$ cat src/rtl/tmr_pkg.sv
package tmr_pkg;

    typedef enum logic [1:0] {
        ADDR_CTRL  = 2'd0,
        ADDR_CLR   = 2'd1,
        ADDR_FIXED = 2'd2,
        ADDR_COUNT = 2'd3
    } reg_addr_e;

    // writable control fields, bit 10 down to bit 0
    typedef struct packed {
        logic       capture;
        logic       irq_en;
        logic       update;
        logic       reload;
        logic       invert;
        logic [1:0] prescale;
        logic [3:0] src_sel;
    } ctrl_t;

    localparam int CTRL_W    = $bits(ctrl_t);
    localparam int FLAG_BIT  = 15;
    localparam int SEL_W     = 4;
    localparam int FIRST_EXT = 2;

endpackage

$ cat src/rtl/tmr_tick_gen.sv
module tmr_tick_gen #(
    parameter int N_SRC = 13,
    parameter int SEL_W = 4
) (
    input  logic             clk,
    input  logic             rst_n,
    input  logic [N_SRC-1:0] src_i,
    input  logic [SEL_W-1:0] sel_i,
    input  logic [1:0]       prescale_i,
    input  logic             invert_i,
    output logic             tick_o,
    output logic             level_o,
    output logic             fall_o,
    output logic             pstb_o
);
    import tmr_pkg::*;

    localparam logic [SEL_W-1:0] ALWAYS_CODE = '1;

    typedef struct packed {
        logic [N_SRC-1:0] s1;
        logic [N_SRC-1:0] s2;
        logic             prev;
        logic [1:0]       pcnt;
    } tg_state_t;

    tg_state_t st_d, st_q;
    logic       raw, lvl, is_ext, is_always;
    logic [1:0] mask;

    always_comb begin
        st_d      = st_q;
        st_d.s1   = src_i;
        st_d.s2   = st_q.s1;
        st_d.pcnt = st_q.pcnt + 2'd1;

        is_always = (sel_i == ALWAYS_CODE);
        is_ext    = 1'b0;
        raw       = 1'b0;
        for (int k = 0; k < N_SRC; k++) begin
            if (sel_i == SEL_W'(k + FIRST_EXT)) begin
                raw    = st_q.s2[k];
                is_ext = 1'b1;
            end
        end

        lvl       = raw ^ invert_i;
        st_d.prev = lvl;

        case (prescale_i)
            2'd0:    mask = 2'b00;
            2'd1:    mask = 2'b01;
            default: mask = 2'b11;
        endcase
        pstb_o = ((st_q.pcnt & mask) == mask);

        tick_o  = is_always ? pstb_o : (is_ext & lvl & ~st_q.prev);
        fall_o  = is_ext & ~lvl & st_q.prev;
        level_o = is_always | (is_ext & lvl);
    end

    always_ff @(posedge clk or negedge rst_n) begin
        if (!rst_n) st_q <= '0;
        else        st_q <= st_d;
    end

endmodule

$ cat src/rtl/tmr_core.sv
module tmr_core #(
    parameter int CNT_W = 16
) (
    input  logic             clk,
    input  logic             rst_n,
    input  logic             tick_i,
    input  logic             level_i,
    input  logic             fall_i,
    input  logic             pstb_i,
    input  logic             reload_i,
    input  logic             update_i,
    input  logic             capture_i,
    input  logic             fix_wr_i,
    input  logic [CNT_W-1:0] fix_data_i,
    input  logic             ctrl_wr_i,
    input  logic             flag_clr_i,
    output logic [CNT_W-1:0] count_o,
    output logic [CNT_W-1:0] fixed_o,
    output logic             flag_o,
    output logic             ready_o
);
    localparam logic [CNT_W-1:0] CNT_MAX = '1;
    localparam logic [CNT_W-1:0] CNT_ONE = CNT_W'(1);

    typedef struct packed {
        logic [CNT_W-1:0] count;
        logic [CNT_W-1:0] fixed;
        logic [CNT_W-1:0] meas;
        logic             flag;
        logic             ready;
    } core_state_t;

    core_state_t st_d, st_q;
    logic        direct_load;

    always_comb begin
        st_d        = st_q;
        direct_load = fix_wr_i & update_i & ~capture_i;

        if (fix_wr_i) st_d.fixed = fix_data_i;

        if (capture_i) begin
            if (level_i && pstb_i && st_q.meas != CNT_MAX) st_d.meas = st_q.meas + CNT_ONE;
            if (fall_i) begin
                st_d.count = st_q.meas;
                st_d.meas  = '0;
                st_d.ready = 1'b1;
            end
            if (ctrl_wr_i) st_d.ready = 1'b0;
        end else begin
            st_d.meas  = '0;
            st_d.ready = 1'b0;
            if (direct_load) begin
                st_d.count = fix_data_i;
            end else if (tick_i) begin
                if (st_q.count == '0) begin
                    if (reload_i) st_d.count = st_q.fixed;
                end else begin
                    st_d.count = st_q.count - CNT_ONE;
                end
            end
        end

        if (flag_clr_i) st_d.flag = 1'b0;
        if (!capture_i && !direct_load && tick_i && st_q.count == CNT_ONE) st_d.flag = 1'b1;
    end

    always_ff @(posedge clk or negedge rst_n) begin
        if (!rst_n) st_q <= '0;
        else        st_q <= st_d;
    end

    assign count_o = st_q.count;
    assign fixed_o = st_q.fixed;
    assign flag_o  = st_q.flag;
    assign ready_o = st_q.ready;


    flag_on_zero_chk: assert property (@(posedge clk) disable iff (!rst_n)
        (!capture_i && tick_i && st_q.count == CNT_ONE && !(fix_wr_i && update_i)) |=> st_q.flag);


    park_at_zero_chk: assert property (@(posedge clk) disable iff (!rst_n)
        (!reload_i && !capture_i && st_q.count == '0 && !(fix_wr_i && update_i)) |=> (st_q.count == '0));


    direct_load_chk: assert property (@(posedge clk) disable iff (!rst_n)
        (!capture_i && fix_wr_i && update_i) |=> (st_q.count == $past(fix_data_i)));


    ready_off_chk: assert property (@(posedge clk) disable iff (!rst_n)
        (!capture_i || ctrl_wr_i) |=> !st_q.ready);

endmodule

$ cat src/rtl/tmr_timer.sv
module tmr_timer #(
    parameter int CNT_W = 16,
    parameter int N_SRC = 13
) (
    input  logic             clk,
    input  logic             rst_n,
    input  logic             wr_en,
    input  logic [1:0]       wr_addr,
    input  logic [CNT_W-1:0] wr_data,
    input  logic [1:0]       rd_addr,
    output logic [CNT_W-1:0] rd_data,
    input  logic [N_SRC-1:0] src_i,
    output logic             irq_o
);
    import tmr_pkg::*;

    ctrl_t            ctrl_d, ctrl_q;
    logic             ctrl_wr, clr_wr, fix_wr, flag_clr;
    logic             tick_w, level_w, fall_w, pstb_w;
    logic [CNT_W-1:0] count_w, fixed_w;
    logic             flag_w, ready_w;

    always_comb begin
        ctrl_wr  = wr_en && (wr_addr == ADDR_CTRL);
        clr_wr   = wr_en && (wr_addr == ADDR_CLR);
        fix_wr   = wr_en && (wr_addr == ADDR_FIXED);
        flag_clr = (ctrl_wr && !wr_data[FLAG_BIT]) || (clr_wr && wr_data[FLAG_BIT]);
        ctrl_d   = ctrl_q;
        if (ctrl_wr) ctrl_d = ctrl_t'(wr_data[CTRL_W-1:0]);
    end

    always_ff @(posedge clk or negedge rst_n) begin
        if (!rst_n) ctrl_q <= '0;
        else        ctrl_q <= ctrl_d;
    end

    tmr_tick_gen #(.N_SRC(N_SRC), .SEL_W(SEL_W)) tick_i (
        .clk        (clk),
        .rst_n      (rst_n),
        .src_i      (src_i),
        .sel_i      (ctrl_q.src_sel),
        .prescale_i (ctrl_q.prescale),
        .invert_i   (ctrl_q.invert),
        .tick_o     (tick_w),
        .level_o    (level_w),
        .fall_o     (fall_w),
        .pstb_o     (pstb_w)
    );

    tmr_core #(.CNT_W(CNT_W)) core_i (
        .clk        (clk),
        .rst_n      (rst_n),
        .tick_i     (tick_w),
        .level_i    (level_w),
        .fall_i     (fall_w),
        .pstb_i     (pstb_w),
        .reload_i   (ctrl_q.reload),
        .update_i   (ctrl_q.update),
        .capture_i  (ctrl_q.capture),
        .fix_wr_i   (fix_wr),
        .fix_data_i (wr_data),
        .ctrl_wr_i  (ctrl_wr),
        .flag_clr_i (flag_clr),
        .count_o    (count_w),
        .fixed_o    (fixed_w),
        .flag_o     (flag_w),
        .ready_o    (ready_w)
    );

    always_comb begin
        case (rd_addr)
            ADDR_CTRL, ADDR_CLR: rd_data = CNT_W'({flag_w, 3'b000, ready_w, ctrl_q});
            ADDR_FIXED:          rd_data = fixed_w;
            default:             rd_data = count_w;
        endcase
    end

    assign irq_o = flag_w & ctrl_q.irq_en & ~ctrl_q.capture;


    count_addr_ro_chk: assert property (@(posedge clk) disable iff (!rst_n)
        (wr_en && wr_addr == ADDR_COUNT) |=> (fixed_w == $past(fixed_w)));

endmodule

$ cat config.mk
export PLATFORM = sky130hd
export DESIGN_NAME = tmr_timer
export DESIGN_NICKNAME = d
export VERILOG_FILES = /design/src/rtl/tmr_pkg.sv /design/src/rtl/tmr_tick_gen.sv /design/src/rtl/tmr_core.sv /design/src/rtl/tmr_timer.sv
export SDC_FILE = /design/constraint.sdc
export NUM_CORES = 1
export LEC_CHECK = 0
export BUFFER_PORTS_ARGS = -buffer_cell sky130_fd_sc_hd__buf_4
export CORE_MARGIN = 5
export CORE_UTILIZATION = 64
export CTS_CLUSTER_DIAMETER = 60
export DETAILED_ROUTE_END_ITERATION = 8
export GPL_TIMING_DRIVEN = 0
export PLACE_DENSITY = 0.92
export SYNTH_ARGS = -nofsm -noshare
export SYNTH_HDL_FRONTEND = slang
export SYNTH_HIERARCHICAL = 1
export SYNTH_SLANG_ARGS = --single-unit
$ cat constraint.sdc
create_clock -name clk -period 4 [get_ports clk]
set_input_delay 0.4 -clock clk [delete_from_list [all_inputs] [get_ports clk]]
set_output_delay 0.4 -clock clk [all_outputs]
set_load 0.005 [all_outputs]
==> metrics, run 1 <==
clock slew at reported path FFs=between 0.1 and 0.15 ns; CTS Buf Count=9; PD cells=approximately 530 mW/mm2; clock tree from TritonCTS=built; hpwl dp=9.84 mm; period utilization=0.900; fin nets=605; cts hold-fix bufs=0; non-filler cells, final=roughly 670; die area=0.00983 mm2; status=finished, final reports clean; total power=roughly 3.1 mW; postcts setup bufs=0; Residual DRC=0; synth-to-layout area growth=14.1%; initial core utilization=0.659; Req. time, crit path=4.28 ns; largest net degree at the start of global routing=91; total core area=~0.0077 mm2; FFs w/ async S/R, synth=1.00; Placement Rows=32; Initial DRC Count=347; YS warnings=6; Synth cell types=64; average size of a mapped cell=10.1 um2; Mapped Cells=504; Worst Clk Skew=0.0207 ns; Synth area leader=dfrtp_1; sequential area share after synthesis=0.443; Max Cap Viol=0; Final Hold Fails=0; setup slack at placement=0.565 ns; Crit Path Category=reg -> reg; GPL Wtd Cong=1.02; type of origin of the critical path=flip-flop; first-pass GRT wire length=22.2 mm; DP Cell Count=656; #FFs+latches synth=90; Hold WS=0.128 ns; Final ANT Viol Nets=0; Post-synth EDFFs=0; I/O pins=53; wire per inst=20.8 um; Post-synth top flop=dfrtp_1; fin worst setup slack=0.402 ns; RSZ-0062 raised after global routing=false; Vias=about 4300; H-Tree Depth=3; vias in the first global route=around 4200; post-CTS resize count=0; vias per inst=about 6.4; DIE HEIGHT=99.2 um; Pins Over Slew Limit=0; setup_tns=0 ns; WHS Path Cells=1; initial antenna violation count=0; CTS max path bufs=2; CTS sink cnt=90; die width=99.2 um; Hold Path Class=in -> reg; Detailed Route WL=13.9 mm; Final setup viols=0; Worst Tran Pin Value=~1.2 ns; r2r setup slk=0.40 ns; Worst Path Arrival=3.88 ns; post-synthesis net count=544; ranking of synthesized cells by area=dfrtp_1, mux2_2, mux2i_1, buf_4, nor2_1; crit path time final=3.60 ns; Max-Slew Margin vs Limit=0.218; Worst setup EP type=flip-flop; layout cells sized above 1=0.263; Synth Cell Area=0.00509 mm2; clk_lat worst skew=0.37 ns; Crit Path Max Fanout=10; grt ovf=0; ANT cells=0; number of port buffers=50; GRT Total Usage=0.291; post-synth top area share=0.443; Max Clk Rate=278 MHz; R2R depth=12; Initial DRT Pass Iterations=5; CTS root buf=clkbuf_8; Leak=2.55 nW; IR drop worst, VDD=274 uV
## power by group
group	total [mW]	internal [mW]	switching [mW]
clock	0.677	0.307	0.370
combinational	1.18	0.562	0.621
sequential	1.23	1.05	0.177
## metal layers
metal / vias to the layer above / global-route usage / share of wire
li1: 1912 / - / -
met1: 2109 / 0.389 / 0.40
met2: 240 / 0.474 / 0.48
met3: 35 / 0.0519 / 0.093
met4: 0 / 0.116 / 0.027
met5: - / 0 / 0
## registers in the layout (all words and copies together) (netlist names)
name            flops
core_i/count_o     16
core_i/st_q        16
core_i/ready_o      1
tick_i/st_d        13
tick_i/st_q        16
core_i/fixed_o     16
ctrl_q             11
core_i/flag_o       1
## layout by cell type, fill, tap and decap left out, types with 3 or more instances in the layout
| master | netlist | layout |
|---|---|---|
| o311ai_0 | 4 | 4 |
| nand3b_1 | 3 | 3 |
| and4_1 | 3 | 3 |
| a211oi_1 | 4 | 4 |
| nand2_1 | 38 | 38 |
| o211ai_1 | 7 | 7 |
| mux2_2 | 26 | 26 |
| xnor2_1 | 7 | 7 |
| inv_1 | 8 | 8 |
| nand2b_1 | 3 | 3 |
| clkbuf_8 | 0 | 9 |
| ha_1 | 4 | 4 |
| buf_6 | 7 | 7 |
| a21oi_1 | 33 | 33 |
| dfrtp_1 | 90 | 90 |
| nand4_1 | 8 | 8 |
| o21ai_0 | 9 | 9 |
| buf_2 | 4 | 4 |
| nor2b_1 | 8 | 8 |
| a31oi_1 | 16 | 16 |
| nor3_1 | 4 | 4 |
| nor2_1 | 54 | 54 |
| clkbuf_1 | 15 | 15 |
| mux2i_1 | 25 | 25 |
| o21a_1 | 3 | 3 |
| nor4_4 | 3 | 3 |
| and3_1 | 5 | 5 |
| nor3b_1 | 8 | 8 |
| buf_4 | 33 | 83 |
| xor2_1 | 10 | 10 |
| o221ai_1 | 5 | 5 |
| inv_6 | 0 | 3 |
| or4_1 | 3 | 3 |
| nand3_1 | 11 | 11 |
## cell type report
| class | count | area (um2) |
|---|---|---|
| multi-input combinational | 345 | 2400 |
| sequential | 90 | 2250 |
| fill | 506 | 1920 |
| buffer | 61 | 410 |
| timing repair buffer | 50 | 375 |
| tap | 102 | 128 |
| clock buffer | 9 | 124 |
| clock inverter | 7 | 92.6 |
| inverter | 8 | 30.0 |
## worst paths after layout
check | start | end
setup / recovery | ctrl_q[0] | core_i/count_o[0]
hold / removal | src_i[3] | tick_i/st_d[6]
setup reg to reg | ctrl_q[0] | core_i/count_o[0]
hold reg to reg | tick_i/st_d[4] | tick_i/st_q[4]
max in group asynchronous | rst_n | core_i/count_o[8]
min in group asynchronous | rst_n | tick_i/st_d[7]
## synth_stat cells, drive strengths merged (7+ instances only)
library cell	instances
a21oi	33
o211ai	7
nor3b	9
a31oi	16
nor2	54
nand3	11
clkbuf	15
nand4	10
mux2i	25
mux2	27
o21ai	9
inv	8
nor2b	8
xor2	10
buf	46
xnor2	7
dfrtp	90
nand2	38
## critical path, cell delays in order (launching register included)
cell	delay (ns)
dfrtp_1	0.42
buf_6	0.16
mux2_4	0.31
a211o_1	0.30
nand4_1	0.13
a221oi_4	0.11
nor3b_1	0.42
nand2b_1	0.17
clkbuf_1	0.39
o221a_4	0.31
clkbuf_1	0.50
nor2_1	0.10
a31oi_1	0.18
## per-stage QoR
step	util	area (um2)
2_1_floorplan	-	5090
3_3_place_gp	0.724	5590
3_5_place_dp	0.724	5590
4_1_cts	0.752	5810
5_1_grt	0.752	5810
6_report	0.752	5810
## cell families after synthesis
logic type	synth area share
AO/OA/AOI/OAI	0.145
flip-flops	0.443
adder cells (fa/ha/maj)	0.00984
multiplexers	0.110
XOR/XNOR	0.0293
AND/OR/NAND/NOR	0.177
buffers and inverters	0.0866
Note: power is estimated with default switching activity, not from simulation.
==> run 2, diff against run 1 <==
CORE_UTILIZATION = 55   (was 64)
PLACE_DENSITY = 0.81   (was 0.92)
==> metrics, run 2 (synthesis gave the netlist of run 1 again) <==
Max Clk Rate=292 MHz (was 278 MHz); DP Cell Count=665 (was 656); type of origin of the critical path=flip-flop (unchanged); initial core utilization=0.559 (was 0.659); postcts setup bufs=0 (unchanged); synth-to-layout area growth=14.0% (was 14.1%); RSZ-0062 raised after global routing=false (unchanged); number of port buffers=50 (unchanged); cts hold-fix bufs=0 (unchanged); CP Depth=12 (unchanged); clock slew at reported path FFs=0.11 ns (about the same); CTS sink cnt=90 (unchanged); most common cell after layout, fill and taps aside=dfrtp_1 (unchanged); Worst Clk Skew=0.0172 ns (was 0.0207 ns); Critical-path top delay cell=clkbuf_1 (unchanged); initial antenna violation count=0 (unchanged); R2R depth=12 (unchanged); Detailed Route WL=13.3 mm (was 13.9 mm); Pins Over Slew Limit=0 (unchanged); internal power=1.86 mW (was 1.92 mW); slowest stage delay, CP=0.46 ns (was 0.50 ns); Worst setup EP type=flip-flop (unchanged); CTS root buf=clkbuf_8 (unchanged); clk_lat worst skew=0.36 ns (was 0.37 ns); most frequent cells in the layout=dfrtp_1, buf_4, nor2_1 (unchanged); setup_tns=0 ns (unchanged); die area=0.0113 mm2 (was 0.00983 mm2); Final setup viols=0 (unchanged); PD cells=517 mW/mm2 (was 532 mW/mm2); r2r setup slk=0.58 ns (was 0.40 ns); GRT Total Usage=0.246 (was 0.291); grt ovf=0 (unchanged); Leak=2.55 nW (about the same); IR drop worst, VDD=239 uV (was 274 uV); fin nets=605 (unchanged); combinational power share=0.382 (was 0.383); first-pass GRT wire length=21.7 mm (was 22.2 mm); die width=106 um (was 99.2 um); Vias=4060 (was 4296); Placement Rows=35 (was 32); H-Tree Depth=3 (unchanged); Max Cap Viol=0 (unchanged); status=finished, final reports clean (unchanged); post-CTS resize count=0 (unchanged); GPL Wtd Cong=1.00 (was 1.02); setup slack at placement=0.677 ns (was 0.565 ns); Initial DRT Pass Iterations=5 (unchanged); Worst Tran Pin Value=1.12 ns (was 1.17 ns); Sw Ratio=0.379 (was 0.378); post-route cell area=0.00580 mm2 (was 0.00581 mm2); placed cell area=0.00560 mm2 (was 0.00559 mm2); CP Capture Point=core_i/count_o[3] (was core_i/count_o[0]); wire per inst=19.5 um (was 20.8 um); hpwl dp=9.59 mm (was 9.84 mm); RR Endpoint=core_i/count_o[3] (was core_i/count_o[0]); vias per inst=5.96 (was 6.39); period utilization=0.855 (was 0.900); ANT cells=0 (unchanged); Worst Path Arrival=3.71 ns (was 3.88 ns); clock tree from TritonCTS=built (unchanged); multi-input logic area=0.00240 mm2 (unchanged); vias in the first global route=4092 (was 4232); crit path time final=3.42 ns (was 3.60 ns); non-filler cells, final=681 (was 672); I/O pins=53 (unchanged); crit-path most repeated cell=clkbuf_1 (unchanged); Max-Slew Margin vs Limit=0.251 (was 0.218); Final Hold Fails=0 (unchanged); DIE HEIGHT=106 um (was 99.2 um); Residual DRC=0 (unchanged); total core area=0.00911 mm2 (was 0.00773 mm2); crit-path cells=buf_6 > mux2_4 > a211o_1 > nand4_1 > a221oi_4 > nor3b_1 > nand2b_1 > clkbuf_1 > o221a_4 > clkbuf_1 > nor2_1 > a31oi_1 (unchanged); Seq. cell area=0.00225 mm2 (unchanged); Crit Path Category=reg -> reg (unchanged); Initial DRC Count=302 (was 347); layout cells sized above 1=0.263 (unchanged); Crit Path Max Fanout=10 (unchanged); CTS max path bufs=2 (unchanged); CP Buf/Inv Count=3 (unchanged); Req. time, crit path=4.29 ns (was 4.28 ns); largest net degree at the start of global routing=91 (unchanged); CTS Buf Count=9 (unchanged); Final ANT Viol Nets=0 (unchanged); Hold Path Class=in -> reg (unchanged); Net Sw Power=1.13 mW (was 1.17 mW); fillers=743 (was 506); fin worst setup slack=0.579 ns (was 0.402 ns); cell family with most CP delay=buffers and inverters (unchanged); reg-to-reg startpoint=ctrl_q[0] (unchanged); Clock power frac=0.209 (was 0.219); Reg power frac=0.409 (was 0.398); crit path launch=ctrl_q[0] (unchanged)
## run 2: cell types whose count changed in the layout (fill, tap and decap cells not counted), sizes merged
cell and delta:
bufinv -1, clkinv +1
## run 2: layout make-up
class                      instances  area share
buffer                            61      0.0707
clock buffer                       9      0.0213
clock inverter                     7      0.0132
inverter                           8     0.00517
multi-input combinational        345       0.413
sequential                        90       0.388
tap                              111      0.0239
timing repair buffer              50      0.0647
## run 2: power groups by stage
stage | clock network [mW] | registers [mW] | logic [mW]
floorplan | 0 | 1.19 | 0.848
global placement | 0 | 1.23 | 1.11
detailed placement | 0 | 1.24 | 1.13
CTS | 0.645 | 1.22 | 1.14
global route | 0.687 | 1.25 | 1.25
finish | 0.628 | 1.23 | 1.14
## run 2: per-layer routing
metal | GRT usage | routed length (um) | vias to the layer above
met5 | 0 | 0 | -
met4 | 0.0805 | 211 | 0
met3 | 0.0395 | 906 | 17
met2 | 0.410 | 6470 | 157
met1 | 0.330 | 5670 | 1970
li1 | - | - | 1916
## run 2: worst register-to-register path, delay by kind of cell, from the launching register on
kind            cells  cell delay, ns
compound gates      4            0.86
buf+inv             3            0.98
flops               1            0.42
mux                 1            0.30
simple gates        4            0.79
## run 2: worst min path at each step
| stage | start | end | slack [ns] | cells past startpoint |
|---|---|---|---|---|
| 6_report | src_i[6] | tick_i/st_d[9] | 0.13 | 1 |
| 4_1_cts | src_i[6] | tick_i/st_d[9] | 0.12 | 1 |
| 3_3_place_gp | tick_i/st_d[11] | tick_i/st_q[11] | 0.33 | 0 |
| 3_5_place_dp | tick_i/st_d[15] | tick_i/st_q[15] | 0.34 | 0 |
| 2_1_floorplan | rst_n | core_i/count_o[0] | 0.10 | 0 |
| 5_1_grt | src_i[6] | tick_i/st_d[9] | 0.10 | 1 |
## run 2: stage by stage
step           power, mW  utilization  hold slack [ns]
2_1_floorplan       2.04            -            0.104
3_3_place_gp        2.34        0.615            0.333
3_5_place_dp        2.37        0.615            0.336
4_1_cts             3.00        0.637            0.121
5_1_grt             3.18        0.637            0.103
6_report            3.00        0.637            0.133
==> run 3, diff against run 2 <==
REMOVE_ABC_BUFFERS = 1   (was unset)
==> metrics, run 3 (synthesis gave the netlist of run 1 again) <==
status=finished, final reports clean (unchanged); GRT Total Usage=0.211 (was 0.246); die area=0.0113 mm2 (unchanged); vias in the first global route=3834 (was 4092); synth-to-layout area growth=6.39% (was 14.0%); H-Tree Depth=3 (unchanged); clock tree from TritonCTS=built (unchanged); most common cell after layout, fill and taps aside=dfrtp_1 (unchanged); Pins Over Slew Limit=0 (unchanged); Final setup viols=0 (unchanged); Worst Path Arrival=3.95 ns (was 3.71 ns); total power=2.79 mW (was 3.00 mW); Placement Rows=35 (unchanged); Initial DRC Count=336 (was 302); number of port buffers=52 (was 50); CTS max path bufs=2 (unchanged); placed cell area=0.00521 mm2 (was 0.00560 mm2); I/O pins=53 (unchanged); Vias=3851 (was 4060); fin worst setup slack=0.284 ns (was 0.579 ns); Final Util=0.594 (was 0.637); PD cells=515 mW/mm2 (was 517 mW/mm2); post-route cell area=0.00541 mm2 (was 0.00580 mm2); DP Cell Count=606 (was 665); Detailed Route WL=11.4 mm (was 13.3 mm); Leak=2.32 nW (was 2.55 nW); first-pass GRT wire length=19.1 mm (was 21.7 mm); Worst setup EP type=flip-flop (unchanged); vias per inst=6.19 (was 5.96); DIE HEIGHT=106 um (unchanged); CTS root buf=clkbuf_8 (unchanged); Max Clk Rate=269 MHz (was 292 MHz); type of origin of the critical path=flip-flop (unchanged); layout cells sized above 1=0.207 (was 0.263); most frequent cells in the layout=dfrtp_1, nor2_1, buf_4 (was dfrtp_1, buf_4, nor2_1); IR drop worst, VDD=261 uV (was 239 uV); die width=106 um (unchanged); Residual DRC=0 (unchanged); Worst Clk Skew=0.00969 ns (was 0.0172 ns); CTS sink cnt=90 (unchanged); period utilization=0.929 (was 0.855); ANT cells=0 (unchanged); post-CTS resize count=0 (unchanged); largest net degree at the start of global routing=91 (unchanged); Final Hold Fails=0 (unchanged); setup_tns=0 ns (unchanged); grt ovf=0 (unchanged); cts hold-fix bufs=0 (unchanged); Crit Path Category=reg -> reg (unchanged); wire per inst=18.3 um (was 19.5 um); clock slew at reported path FFs=0.09 ns (was 0.11 ns); initial antenna violation count=0 (unchanged); Crit Path Max Fanout=31 (was 10); Req. time, crit path=4.23 ns (was 4.29 ns); non-filler cells, final=622 (was 681); hpwl dp=7.76 mm (was 9.59 mm); setup slack at placement=0.354 ns (was 0.677 ns); Max-Slew Margin vs Limit=0.107 (was 0.251); Max Cap Viol=0 (unchanged); total core area=0.00911 mm2 (unchanged); CTS Buf Count=9 (unchanged); fin nets=546 (was 605); GPL Wtd Cong=0.873 (was 1.00); Initial DRT Pass Iterations=5 (unchanged); postcts setup bufs=0 (unchanged); Final ANT Viol Nets=0 (unchanged); clk_lat worst skew=0.35 ns (was 0.36 ns); initial core utilization=0.559 (unchanged); Worst Tran Pin Value=1.34 ns (was 1.12 ns); Hold Path Class=in -> reg (unchanged); Hold WS=0.147 ns (was 0.133 ns); crit path time final=3.72 ns (was 3.42 ns); RSZ-0062 raised after global routing=false (unchanged)
## run 3: cell count changes in the layout (fill, tap and decap cells not counted), sizes merged
cell	change
clkinv	-1
inv	-4
buf	-44
clkbuf	-11
bufinv	+1
## run 3: cell type report
type / instances / area, um2
Tap cell: 111 / 139
Clock buffer: 13 / 159
Fill cell: 768 / 3690
Timing Repair Buffer: 52 / 390
Sequential cell: 90 / 2250
Inverter: 8 / 30.0
Clock inverter: 3 / 47.5
Multi-Input combinational cell: 345 / 2400
## run 3: power breakdown
part	total [mW]	switching [mW]	leakage, nW	internal, mW
sequential	1.29	0.242	1.11	1.05
combinational	0.858	0.457	1.11	0.402
clock	0.635	0.309	0.104	0.326
total	2.79	1.01	2.32	1.78
## run 3: final timing paths
kind                            startpoint           endpoint  slack, ns  cells past startpoint
min                              src_i[12]    tick_i/st_d[15]       0.15                      1
max reg2reg                      ctrl_q[0]  core_i/count_o[9]       0.28                      9
min in group asynchronous            rst_n          ctrl_q[9]       0.21                      1
max in group asynchronous            rst_n     tick_i/st_q[2]       3.01                      1
max                              ctrl_q[0]  core_i/count_o[9]       0.28                      9
min reg2reg                tick_i/st_d[12]    tick_i/st_q[12]       0.35                      0
## run 3: routing by layer
layer | global-route usage | vias to the layer above | share of wire
li1 | - | 1790 | -
met1 | 0.273 | 1864 | 0.42
met2 | 0.343 | 164 | 0.48
met3 | 0.0431 | 33 | 0.066
met4 | 0.0934 | 0 | 0.035
met5 | 0 | - | 0
## run 3: worst max-delay path: stages, from the launching register on
cell and delay (ns):
dfrtp_1 0.61, mux2_4 0.34, a211o_1 0.30, nand4_1 0.13, a221oi_4 0.10, nor3b_1 0.47
nand2b_1 0.66, o221a_4 0.56, nor2b_1 0.09, a311o_1 0.33
